$ cat src/rtl/ser_status_pkg.sv
package ser_status_pkg;

   // Status word bit positions (software decodes these)
   localparam int SB_TXE = 0;
   localparam int SB_RXF = 1;
   localparam int SB_TXC = 2;
   localparam int SB_OVR = 3;
   localparam int SB_PAR = 4;
   localparam int SB_FRM = 5;
   localparam int SB_SUM = 6;

   // Error flag slice indices, in status-bit order starting at SB_OVR
   localparam int EF_OVR = 0;
   localparam int EF_PAR = 1;
   localparam int EF_FRM = 2;
   localparam int EF_SUM = 3;
   localparam int EF_NUM = 4;

   // Which error flags are also cleared when the port is switched off
   localparam logic [EF_NUM-1:0] EF_SER_OFF_MASK = 4'b0001;

   // Register port addresses
   localparam logic ADDR_STATUS = 1'b0;
   localparam logic ADDR_RXBUF  = 1'b1;

   typedef struct packed {
      logic frm;
      logic par;
      logic ovr;
   } rx_err_t;

endpackage

$ cat src/rtl/ser_tx_flags.sv
module ser_tx_flags (
   input  logic clk,
   input  logic rst_n,
   input  logic tx_load,
   input  logic tx_xfer,
   input  logic tx_first,
   input  logic tx_last,
   output logic txe_q,
   output logic txc_q
);

   always_ff @(posedge clk or negedge rst_n) begin
      if (!rst_n) begin
         txe_q <= 1'b1;
      end else if (tx_load) begin
         txe_q <= 1'b0;
      end else if (tx_xfer) begin
         txe_q <= 1'b1;
      end
   end

   always_ff @(posedge clk or negedge rst_n) begin
      if (!rst_n) begin
         txc_q <= 1'b1;
      end else if (tx_last) begin
         txc_q <= 1'b1;
      end else if (tx_first) begin
         txc_q <= 1'b0;
      end
   end

   AST_TXE_LOAD: assert property (@(posedge clk) disable iff (!rst_n)
      tx_load |=> !txe_q);
   AST_TXE_XFER: assert property (@(posedge clk) disable iff (!rst_n)
      (tx_xfer && !tx_load) |=> txe_q);
   AST_TXC_LAST: assert property (@(posedge clk) disable iff (!rst_n)
      tx_last |=> txc_q);
   AST_TXC_FIRST: assert property (@(posedge clk) disable iff (!rst_n)
      (tx_first && !tx_last) |=> !txc_q);

endmodule

$ cat src/rtl/ser_rx_capture.sv
module ser_rx_capture
   import ser_status_pkg::*;
#(
   parameter int DATA_W     = 8,
   parameter bit HAS_PARITY = 1'b1
) (
   input  logic              clk,
   input  logic              rst_n,
   input  logic              rx_ok,
   input  logic              rx_done,
   input  logic [DATA_W-1:0] rx_data,
   input  logic              rx_par_bit,
   input  logic              rx_stop_bit,
   input  logic              cfg_uart,
   input  logic              cfg_par_en,
   input  logic              cfg_par_odd,
   input  logic              buf_rd,
   output logic [DATA_W-1:0] buf_q,
   output logic              full_q,
   output rx_err_t           err_set
);

   logic arrive;
   logic accept;
   logic overrun;
   logic par_bad;

   assign arrive  = rx_done && rx_ok;
   assign accept  = arrive && (!full_q || buf_rd);
   assign overrun = arrive && full_q && !buf_rd;

   generate
      if (HAS_PARITY) begin : g_par
         assign par_bad = cfg_uart && cfg_par_en &&
                          ((^rx_data) ^ rx_par_bit ^ cfg_par_odd);
      end else begin : g_nopar
         logic unused_par;
         assign unused_par = rx_par_bit ^ cfg_par_odd ^ cfg_par_en;
         assign par_bad    = 1'b0;
      end
   endgenerate

   always_ff @(posedge clk or negedge rst_n) begin
      if (!rst_n) begin
         full_q <= 1'b0;
      end else if (accept) begin
         full_q <= 1'b1;
      end else if (buf_rd) begin
         full_q <= 1'b0;
      end
   end

   always_ff @(posedge clk or negedge rst_n) begin
      if (!rst_n) begin
         buf_q <= '0;
      end else if (accept) begin
         buf_q <= rx_data;
      end
   end

   always_comb begin
      err_set     = '0;
      err_set.ovr = overrun;
      err_set.par = accept && par_bad;
      err_set.frm = accept && cfg_uart && !rx_stop_bit;
   end

   AST_OVR_KEEP: assert property (@(posedge clk) disable iff (!rst_n)
      overrun |=> $stable(buf_q));
   AST_ACCEPT_FULL: assert property (@(posedge clk) disable iff (!rst_n)
      accept |=> full_q);
   AST_IDLE_OFF: assert property (@(posedge clk) disable iff (!rst_n)
      (!rx_ok && !buf_rd) |=> $stable(full_q));

endmodule

$ cat src/rtl/ser_err_flag.sv
module ser_err_flag #(
   parameter bit CLR_ON_SER_OFF = 1'b0
) (
   input  logic clk,
   input  logic rst_n,
   input  logic set,
   input  logic clr_wr,
   input  logic clr_rx,
   input  logic clr_ser,
   output logic q
);

   logic clr;

   generate
      if (CLR_ON_SER_OFF) begin : g_ser
         assign clr = clr_wr || clr_rx || clr_ser;
      end else begin : g_noser
         logic unused_ser;
         assign unused_ser = clr_ser;
         assign clr        = clr_wr || clr_rx;
      end
   endgenerate

   always_ff @(posedge clk or negedge rst_n) begin
      if (!rst_n) begin
         q <= 1'b0;
      end else if (set) begin
         q <= 1'b1;
      end else if (clr) begin
         q <= 1'b0;
      end
   end

   AST_SET_WINS: assert property (@(posedge clk) disable iff (!rst_n)
      set |=> q);
   AST_WR_CLEARS: assert property (@(posedge clk) disable iff (!rst_n)
      (clr_wr && !set) |=> !q);

endmodule

$ cat src/rtl/ser_status_unit.sv
module ser_status_unit
   import ser_status_pkg::*;
#(
   parameter int DATA_W     = 8,
   parameter int REG_W      = 8,
   parameter bit HAS_PARITY = 1'b1
) (
   input  logic              clk,
   input  logic              rst_n,
   input  logic              cfg_ser_en,
   input  logic              cfg_rx_en,
   input  logic              cfg_uart,
   input  logic              cfg_par_en,
   input  logic              cfg_par_odd,
   input  logic              tx_load,
   input  logic              tx_xfer,
   input  logic              tx_first,
   input  logic              tx_last,
   input  logic              rx_done,
   input  logic [DATA_W-1:0] rx_data,
   input  logic              rx_par_bit,
   input  logic              rx_stop_bit,
   input  logic              reg_addr,
   input  logic              reg_wr_en,
   input  logic              reg_rd_en,
   input  logic [REG_W-1:0]  reg_wdata,
   output logic [REG_W-1:0]  reg_rdata
);

   localparam int STAT_W = SB_SUM + 1;

   generate
      if (DATA_W < 1 || DATA_W > REG_W) begin : g_bad_data_w
         $error("ser_status_unit: DATA_W must lie in 1..REG_W");
      end
      if (REG_W < STAT_W) begin : g_bad_reg_w
         $error("ser_status_unit: REG_W too narrow for the status word");
      end
   endgenerate

   logic              unused_wdata;
   logic              txe_q, txc_q, full_q;
   logic [DATA_W-1:0] buf_q;
   rx_err_t           err_set;
   logic [EF_NUM-1:0] ef_set, ef_q;
   logic              wr_status, rd_rxbuf;
   logic [REG_W-1:0]  status;

   assign unused_wdata = ^reg_wdata;
   assign wr_status    = reg_wr_en && (reg_addr == ADDR_STATUS);
   assign rd_rxbuf     = reg_rd_en && (reg_addr == ADDR_RXBUF);

   ser_tx_flags u_tx (
      .clk      (clk),
      .rst_n    (rst_n),
      .tx_load  (tx_load),
      .tx_xfer  (tx_xfer),
      .tx_first (tx_first),
      .tx_last  (tx_last),
      .txe_q    (txe_q),
      .txc_q    (txc_q)
   );

   ser_rx_capture #(
      .DATA_W     (DATA_W),
      .HAS_PARITY (HAS_PARITY)
   ) u_rx (
      .clk         (clk),
      .rst_n       (rst_n),
      .rx_ok       (cfg_ser_en && cfg_rx_en),
      .rx_done     (rx_done),
      .rx_data     (rx_data),
      .rx_par_bit  (rx_par_bit),
      .rx_stop_bit (rx_stop_bit),
      .cfg_uart    (cfg_uart),
      .cfg_par_en  (cfg_par_en),
      .cfg_par_odd (cfg_par_odd),
      .buf_rd      (rd_rxbuf),
      .buf_q       (buf_q),
      .full_q      (full_q),
      .err_set     (err_set)
   );

   assign ef_set[EF_OVR] = err_set.ovr;
   assign ef_set[EF_PAR] = err_set.par;
   assign ef_set[EF_FRM] = err_set.frm;
   assign ef_set[EF_SUM] = err_set.ovr || err_set.par || err_set.frm;

   generate
      for (genvar i = 0; i < EF_NUM; i++) begin : g_ef
         ser_err_flag #(
            .CLR_ON_SER_OFF (EF_SER_OFF_MASK[i])
         ) u_flag (
            .clk     (clk),
            .rst_n   (rst_n),
            .set     (ef_set[i]),
            .clr_wr  (wr_status),
            .clr_rx  (!cfg_rx_en),
            .clr_ser (!cfg_ser_en),
            .q       (ef_q[i])
         );
      end
   endgenerate

   always_comb begin
      status         = '0;
      status[SB_TXE] = txe_q;
      status[SB_RXF] = full_q;
      status[SB_TXC] = txc_q;
      status[SB_OVR] = ef_q[EF_OVR];
      status[SB_PAR] = ef_q[EF_PAR];
      status[SB_FRM] = ef_q[EF_FRM];
      status[SB_SUM] = ef_q[EF_SUM];
   end

   always_comb begin
      reg_rdata = '0;
      if (reg_addr == ADDR_STATUS) begin
         reg_rdata = status;
      end else begin
         reg_rdata[DATA_W-1:0] = buf_q;
      end
   end

   AST_SER_OFF_OVR: assert property (@(posedge clk) disable iff (!rst_n)
      !cfg_ser_en |=> !ef_q[EF_OVR]);
   AST_RX_OFF_CLR: assert property (@(posedge clk) disable iff (!rst_n)
      !cfg_rx_en |=> (ef_q == '0));
   AST_SUM_FOLLOWS: assert property (@(posedge clk) disable iff (!rst_n)
      ($rose(ef_q[EF_OVR]) || $rose(ef_q[EF_PAR]) || $rose(ef_q[EF_FRM]))
      |-> ef_q[EF_SUM]);
   AST_STATUS_READ_QUIET: assert property (@(posedge clk) disable iff (!rst_n)
      (reg_rd_en && reg_addr == ADDR_STATUS && !rx_done && !reg_wr_en &&
       cfg_ser_en && cfg_rx_en && !tx_load && !tx_xfer && !tx_first && !tx_last)
      |=> $stable(status));

endmodule

$ cat config.mk
export PLATFORM = sky130hd
export DESIGN_NAME = ser_status_unit
export DESIGN_NICKNAME = d
export VERILOG_FILES = /design/src/rtl/ser_status_pkg.sv /design/src/rtl/ser_tx_flags.sv /design/src/rtl/ser_rx_capture.sv /design/src/rtl/ser_err_flag.sv /design/src/rtl/ser_status_unit.sv
export SDC_FILE = /design/constraint.sdc
export NUM_CORES = 1
export LEC_CHECK = 0
export BUFFER_PORTS_ARGS = -buffer_cell sky130_fd_sc_hd__buf_2
export CAP_MARGIN = 20
export CORE_MARGIN = 2
export CORE_UTILIZATION = 40
export CTS_CLUSTER_DIAMETER = 40
export DETAILED_ROUTE_END_ITERATION = 6
export PLACE_DENSITY = 0.74
export RECOVER_POWER = 50
export SLEW_MARGIN = 25
export SYNTH_ARGS = -nofsm -noshare
export SYNTH_HDL_FRONTEND = slang
export SYNTH_HIERARCHICAL = 1
export SYNTH_SLANG_ARGS = --single-unit
$ cat constraint.sdc
create_clock -name clk -period 1.45 [get_ports clk]
set_input_delay 0.435 -clock clk [delete_from_list [all_inputs] [get_ports clk]]
set_output_delay 0.435 -clock clk [all_outputs]
set_load 0.02 [all_outputs]
# After elaboration in Yosys (flattened, before gate mapping)
# Index checks and enable logic that the tools add are counted.
# W data, S select, Z words.
# op_classes
n_bitwise	3
mux	13
reduce_logical	30
# op_table
op	count
$reduce_bool A2 Y1	7
$logic_and A1 B1 Y1	12
$mux W1	12
$mux W8	1
$reduce_xor A8 Y1	1
$logic_not A1 Y1	5
$logic_or A1 B1 Y1	5
$xor A1 B1 Y1	2
$not A1 Y1	1
# word_totals
in_bits	33
word_cells	54
out_inout_bits	8
regBits	15

# Depth between registers and ports, before layout
# logic_depth
word_depth	8
mapped_depth	9
depth_no_buf	7

# Modules after synthesis
# Netlist, hierarchy kept.
# modules_own_cells
module	cells_each	area_per_inst_um2	n_inst	seq_area_each_um2
ser_rx_capture	36	451.7	1	225.2
ser_status_unit	15	160.2	1	0.0
ser_err_flag (g_ef[1].u_flag ...)	3	36.3	3	25.0
ser_tx_flags	6	71.3	1	52.6
ser_err_flag (g_ef[0].u_flag)	3	40.0	1	25.0

# Worst setup path after synthesis
# Ideal clock, no wire load.
# synth_timing
kind	input port to flip-flop
start	input port reg_addr
end	register g_ef[3].u_flag.q
n_path_buf	2
path_slack_ns	-0.460
required_ns	1.332
arrival_ns	1.792
stages	9
setup_time_ns	0.118
cell_sequence	buf_6 and2_2 nand2b_1 nor2b_1 buf_2 nand3_1 nor2_1 or3_1 a21o_1
# synth_between
elab_chain_cells	7
elab_cells_between_ends	15
classes_between	mux (1); bitwise (1); reduce/logical (13)
# synth_rtl
item	line	source
start: declaration	ser_status_unit.sv:23	input logic reg_addr,
$logic_and A1 B1 Y1 (*)	ser_status_unit.sv:51	assign rd_rxbuf = reg_rd_en && (reg_addr == ADDR_RXBUF);
named net rd_rxbuf	ser_status_unit.sv:46	logic wr_status, rd_rxbuf;
$logic_or A1 B1 Y1 (*)	ser_rx_capture.sv:29	assign accept = arrive && (!full_q || buf_rd);
$logic_and A1 B1 Y1 (*)	ser_rx_capture.sv:29	
$logic_and A1 B1 Y1 (*)	ser_rx_capture.sv:64	err_set.par = accept && par_bad;
named net ef_set[1]	ser_status_unit.sv:45	logic [EF_NUM-1:0] ef_set, ef_q;
$logic_or A1 B1 Y1 (*) (2 in a row)	ser_status_unit.sv:87	assign ef_set[EF_SUM] = err_set.ovr || err_set.par || err_set.frm;
named net ef_set[3]	ser_status_unit.sv:45	
$mux W1 or $reduce_bool A2 Y1 (tied branches)	-	
end signal: assignment	ser_err_flag.sv:27	q <= 1'b0;
end signal: assignment	ser_err_flag.sv:29	q <= 1'b1;
end signal: assignment	ser_err_flag.sv:31	q <= 1'b0;
end: declaration	ser_err_flag.sv:10	output logic q
# Mark *: on every way through the listed nets, which the timed path passes. The rest lies on a longest branch.
# A chain may end at the register's enable or synchronous reset.

# Final worst setup path
# layout_timing
start	input port rx_data[5]
end	register g_ef[3].u_flag.q
# layout_between
elab_chain_cells	8
elab_cells_between_ends	9
classes_between	mux (1); bitwise (2); reduce/logical (6)
# layout_rtl
item	line	source
start: declaration	ser_status_unit.sv:20	input logic [DATA_W-1:0] rx_data,
$reduce_xor A8 Y1 (*)	ser_rx_capture.sv:35	((^rx_data) ^ rx_par_bit ^ cfg_par_odd);
$xor A1 B1 Y1 (*) (2 in a row)	ser_rx_capture.sv:35	
$logic_and A1 B1 Y1 (*)	ser_rx_capture.sv:34	assign par_bad = cfg_uart && cfg_par_en &&
$logic_and A1 B1 Y1 (*)	ser_rx_capture.sv:64	
named net ef_set[1]	ser_status_unit.sv:45	
$logic_or A1 B1 Y1 (*) (2 in a row)	ser_status_unit.sv:87	
named net ef_set[3]	ser_status_unit.sv:45	
$mux W1 or $reduce_bool A2 Y1 (tied branches)	-	
# Marks and branches as above.

==> results.md <==
- The flow ran to the end, but the final reports show violations.
- The final reports fail on negative setup slack.
- In the layout the commonest cells are buf_2 (20), dfrtp_1 (13), buf_6 (10), buf_4 (9).
- Entering global routing, the biggest net connects 16 pins.
- The sequential cell area is between 300 and 400 um^2.
- Global routing used between 10% and 20% of the available tracks.
- The synthesized area per cell is approximately 12 um^2.
- The count of placed standard cells in the final layout, fillers left out is 140.
- The portion of the post-synthesis area used by sequential elements is a little under half.
- The die covers ~2500 um^2.
- The multiplexer area fraction after synthesis is between 20% and 30%.
- The post-route DRC violation count is 0.
- The multi-input combinational cell area is ~440 um^2.
- The root buffer cell is clkbuf_4.
- By startpoint and endpoint, the worst setup path is classified as in -> reg.
- Walking the worst path, the cells encountered are buf_6 > xor2_1 > xnor3_1 > xnor2_1 > nor2_1 > or3_1 > a21o_1.
- The cell count after synthesis is 69.
- The number of placed instances, taps included, is approximately 130.
- The first-pass iteration count of the detailed router is 4.
- The complex-gate fraction of the synthesized area is 3.61%.
- For this run, the leading register cell type out of synthesis is dfrtp_1.
- Setup repair after global routing could not meet its margin everywhere.
- The maximum clock insertion buffer count is 2.
- The ratio of cells with drive above 1 in the final layout is roughly three fifths.
- At the end of routability-driven placement, the weighted congestion stood at slightly below 0.8.
- The path category of the worst min-delay check is in -> async.
- The HPWL after detailed placement is around 1300 um.
- The final worst setup slack is -0.157 ns.
- Pin placement for this block handled 41 I/O pins.
- The core region is 1960 um^2.
- The tree built by TritonCTS fans out to 15 sinks.
- The final critical-path share of the clock period is 111%.
- The most common library cell in the layout ignoring fill and taps is buf_2.
- The transition time at the pin with the least slew margin is around 0.82 ns.
- Summing every instance area after synthesis gives between 800 and 900 um^2.
- The number of maximum-capacitance constraint violations is 0.
- Buffers inserted during clock tree synthesis total 3.
- Once the floorplan was initialized, standard cells occupied ~42% of the core.
- The relative slew slack is a little under half.
- The arrival time reported for the critical path endpoint is around 1.8 ns.
- The count of standard-cell rows is 16.
- The number of enable-type register cells in the synthesized netlist is 0.
- In this run the number of H-tree levels came out at 1.
- The synthesized design contains 15 register bits.
- In this run the worst path has a maximum fanout of 2.
- The post-synthesis adder-cell area fraction is 0%.
- TritonCTS built the clock tree.
- For this run the aggregate overflow at the end of global routing stands at 0.
- Summed over all cells, the static leakage comes to about 0.65 nW.
- The worst setup path is captured at a flop.
- Using the TritonRoute via totals, the vias-per-cell ratio works out to between 4 and 5.
- The number of hold violations in the final report is 0.
- By area, the combinational part of the netlist is dominated by multiplexers.
- The top cell type by total area after synthesis is dfrtp_1.
- The simple logic cell fraction of the synthesized area is 13.2%.
- The detailed router placed about 630 vias in this run.
- The worst-case clock skew is roughly 0.0038 ns.
- Setup violations remaining at the end of the flow were counted as 8.
- The total wire length after detailed routing is between 1500 and 2000 um.
- The critical path data required time is roughly 1.6 ns.
- During placement, the flow inserted port buffers numbering 32.
- Power spread over the standard cell area amounts to just under 1000 nW/um^2.
- After clock tree synthesis, the clock-pin slew on the worst setup and hold paths is ~0.09 ns.
- The unique cell type count in the Yosys netlist is 23.
- The clock insertion delay at the later pin of the skew report is 0.28 ns.
- The number of nets handed over by synthesis was 102.
- STA classifies the critical path startpoint as a primary input.
- The number of global-route vias before repair was 672.
- The maximum frequency from static timing analysis is 622 MHz.
- The worst voltage drop across the vdd grid is between 600 and 700 uV.
- The number of hold buffers added after cts is 0.
- Of all flip-flops after synthesis, the portion carrying an async set or reset was between 90% and 100%.
- The final number of max-transition violations is 0.
- In this run the critical register-to-register path is launched from u_rx/full_q.
- The number of antenna diodes is 0.
- In this run the worst setup path begins at rx_data[5].
- The layout overhead on the synthesized area is 48.9%.
- Yosys attributes the largest share of cell area to dfrtp_1 (39%), mux2_4 (13%), mux2_2 (11%), dfstp_2 (6.3%), xnor2_1 (6.3%).
- The overall die height is approximately 50 um.
- The count of nets left with antenna violations after detail routing is 0.
- The number of warning messages in the yosys log is 6.
- The layout filler cell count is approximately 170.
- The chip width is 49.6 um.
- On the critical path, the stage with the largest delay is an instance of xnor3_1.
- In this run, the number of DRC markers left after iteration 0 of detailed routing was 4.
- The routed length per instance is roughly 13 um.
- The global-route wire length before repair is around 3000 um.
- The share of the synthesized area in the top cell type is roughly two fifths.
- The number of antenna violations at the first check in global routing is 0.
- The smallest clock period supported by the final layout is computed as around 1.6 ns.
- At the end of the flow the core is filled with cells to approximately 63%.
- The number of nets at the end of the flow is about 150.
- The highest cell delay on the worst timing path is approximately 0.42 ns.
- Summing the areas of all xor and xnor instances in the mapped netlist gives 10.1% of the synthesized area.
==> cell type report <==
| cell class | count | area share [%] |
|---|---|---|
| Inverter | 3 | 0.909 |
| Multi-Input combinational cell | 48 | 35.7 |
| Tap cell | 27 | 2.73 |
| Clock inverter | 1 | 0.404 |
| Clock buffer | 3 | 1.82 |
| Timing Repair Buffer | 43 | 28.0 |
| Sequential cell | 15 | 30.5 |
==> routing by layer <==
layer	part of all wire, %	vias to the layer above	track usage, %
li1	-	315	-
met1	44	294	21.1
met2	49	21	26.9
met3	6.6	2	2.73
met4	0.45	0	6.94
met5	0	-	0
==> synthesized netlist by cell type, drive strengths merged (2+ instances only) <==
master  number
nand2        3
dfrtp       13
a21o         4
and2         3
mux2        15
inv          3
buf          3
dfstp        2
xnor2        6
nor2         8
==> through the flow <==
stage | total power, mW | instance area [um^2] | hold WS, ns | setup WS (ns) | TNS (ns)
floorplan | 0.779 | 857 | 0.139 | -0.324 | -0.800
global placement | 0.886 | 1080 | 0.356 | -0.468 | -3.40
detailed placement | 0.899 | 1080 | 0.366 | -0.524 | -3.37
CTS | 1.20 | 1210 | 0.0447 | -0.160 | -0.868
global route | 1.29 | 1240 | 0.242 | -0.202 | -0.994
finish | 1.21 | 1240 | 0.213 | -0.157 | -0.766
==> power breakdown <==
| group | switching, mW | internal (mW) | leakage (nW) |
|---|---|---|---|
| combinational | 0.168 | 0.278 | 0.451 |
| clock | 0.136 | 0.102 | 0.0177 |
| sequential | 0.0373 | 0.488 | 0.183 |
| total | 0.342 | 0.868 | 0.653 |
==> final timing paths <==
check | to | slack [ns] | cells after the start
setup / recovery | g_ef[3].u_flag/q | -0.16 | 7
max in group asynchronous | u_rx/buf_q[3] | 0.73 | 1
hold / removal | u_rx/buf_q[6] | 0.21 | 1
min in group clk | u_tx/txe_q | 0.26 | 2
setup reg to reg | g_ef[3].u_flag/q | 0.02 | 7
hold reg to reg | g_ef[1].u_flag/q | 0.49 | 1
==> registers in the layout, summed over array words and instances, names as in the netlist <==
register	cells
u_tx/txc_q	1
u_rx/full_q	1
u_tx/txe_q	1
g_ef.u_flag/q	4
u_rx/buf_q	8
==> timing repair <==
action,4_1_cts,5_1_grt
gates resized for setup,17,10
setup endpoints to repair,9,9
buffers inserted,1,0
pin swaps,5,1
gates cloned,1,0
==> kinds of logic (layout without fill, tap and decap cells) <==
kind of cell           count (synthesis)  in the layout
AO/OA/AOI/OAI                          4              4
buffers and inverters                  6             50
flip-flops                            15             15
multiplexers                          15             15
AND/OR/NAND/NOR                       21             21
XOR/XNOR                               8              8
==> worst max-delay path, delay by kind of cell <==
kind | cells | cell delay [ns]
xor+xnor | 3 | 0.72
compound gates | 1 | 0.16
buf+inv | 1 | 0.10
simple gates | 2 | 0.37
(Power assumes the default switching activity.)
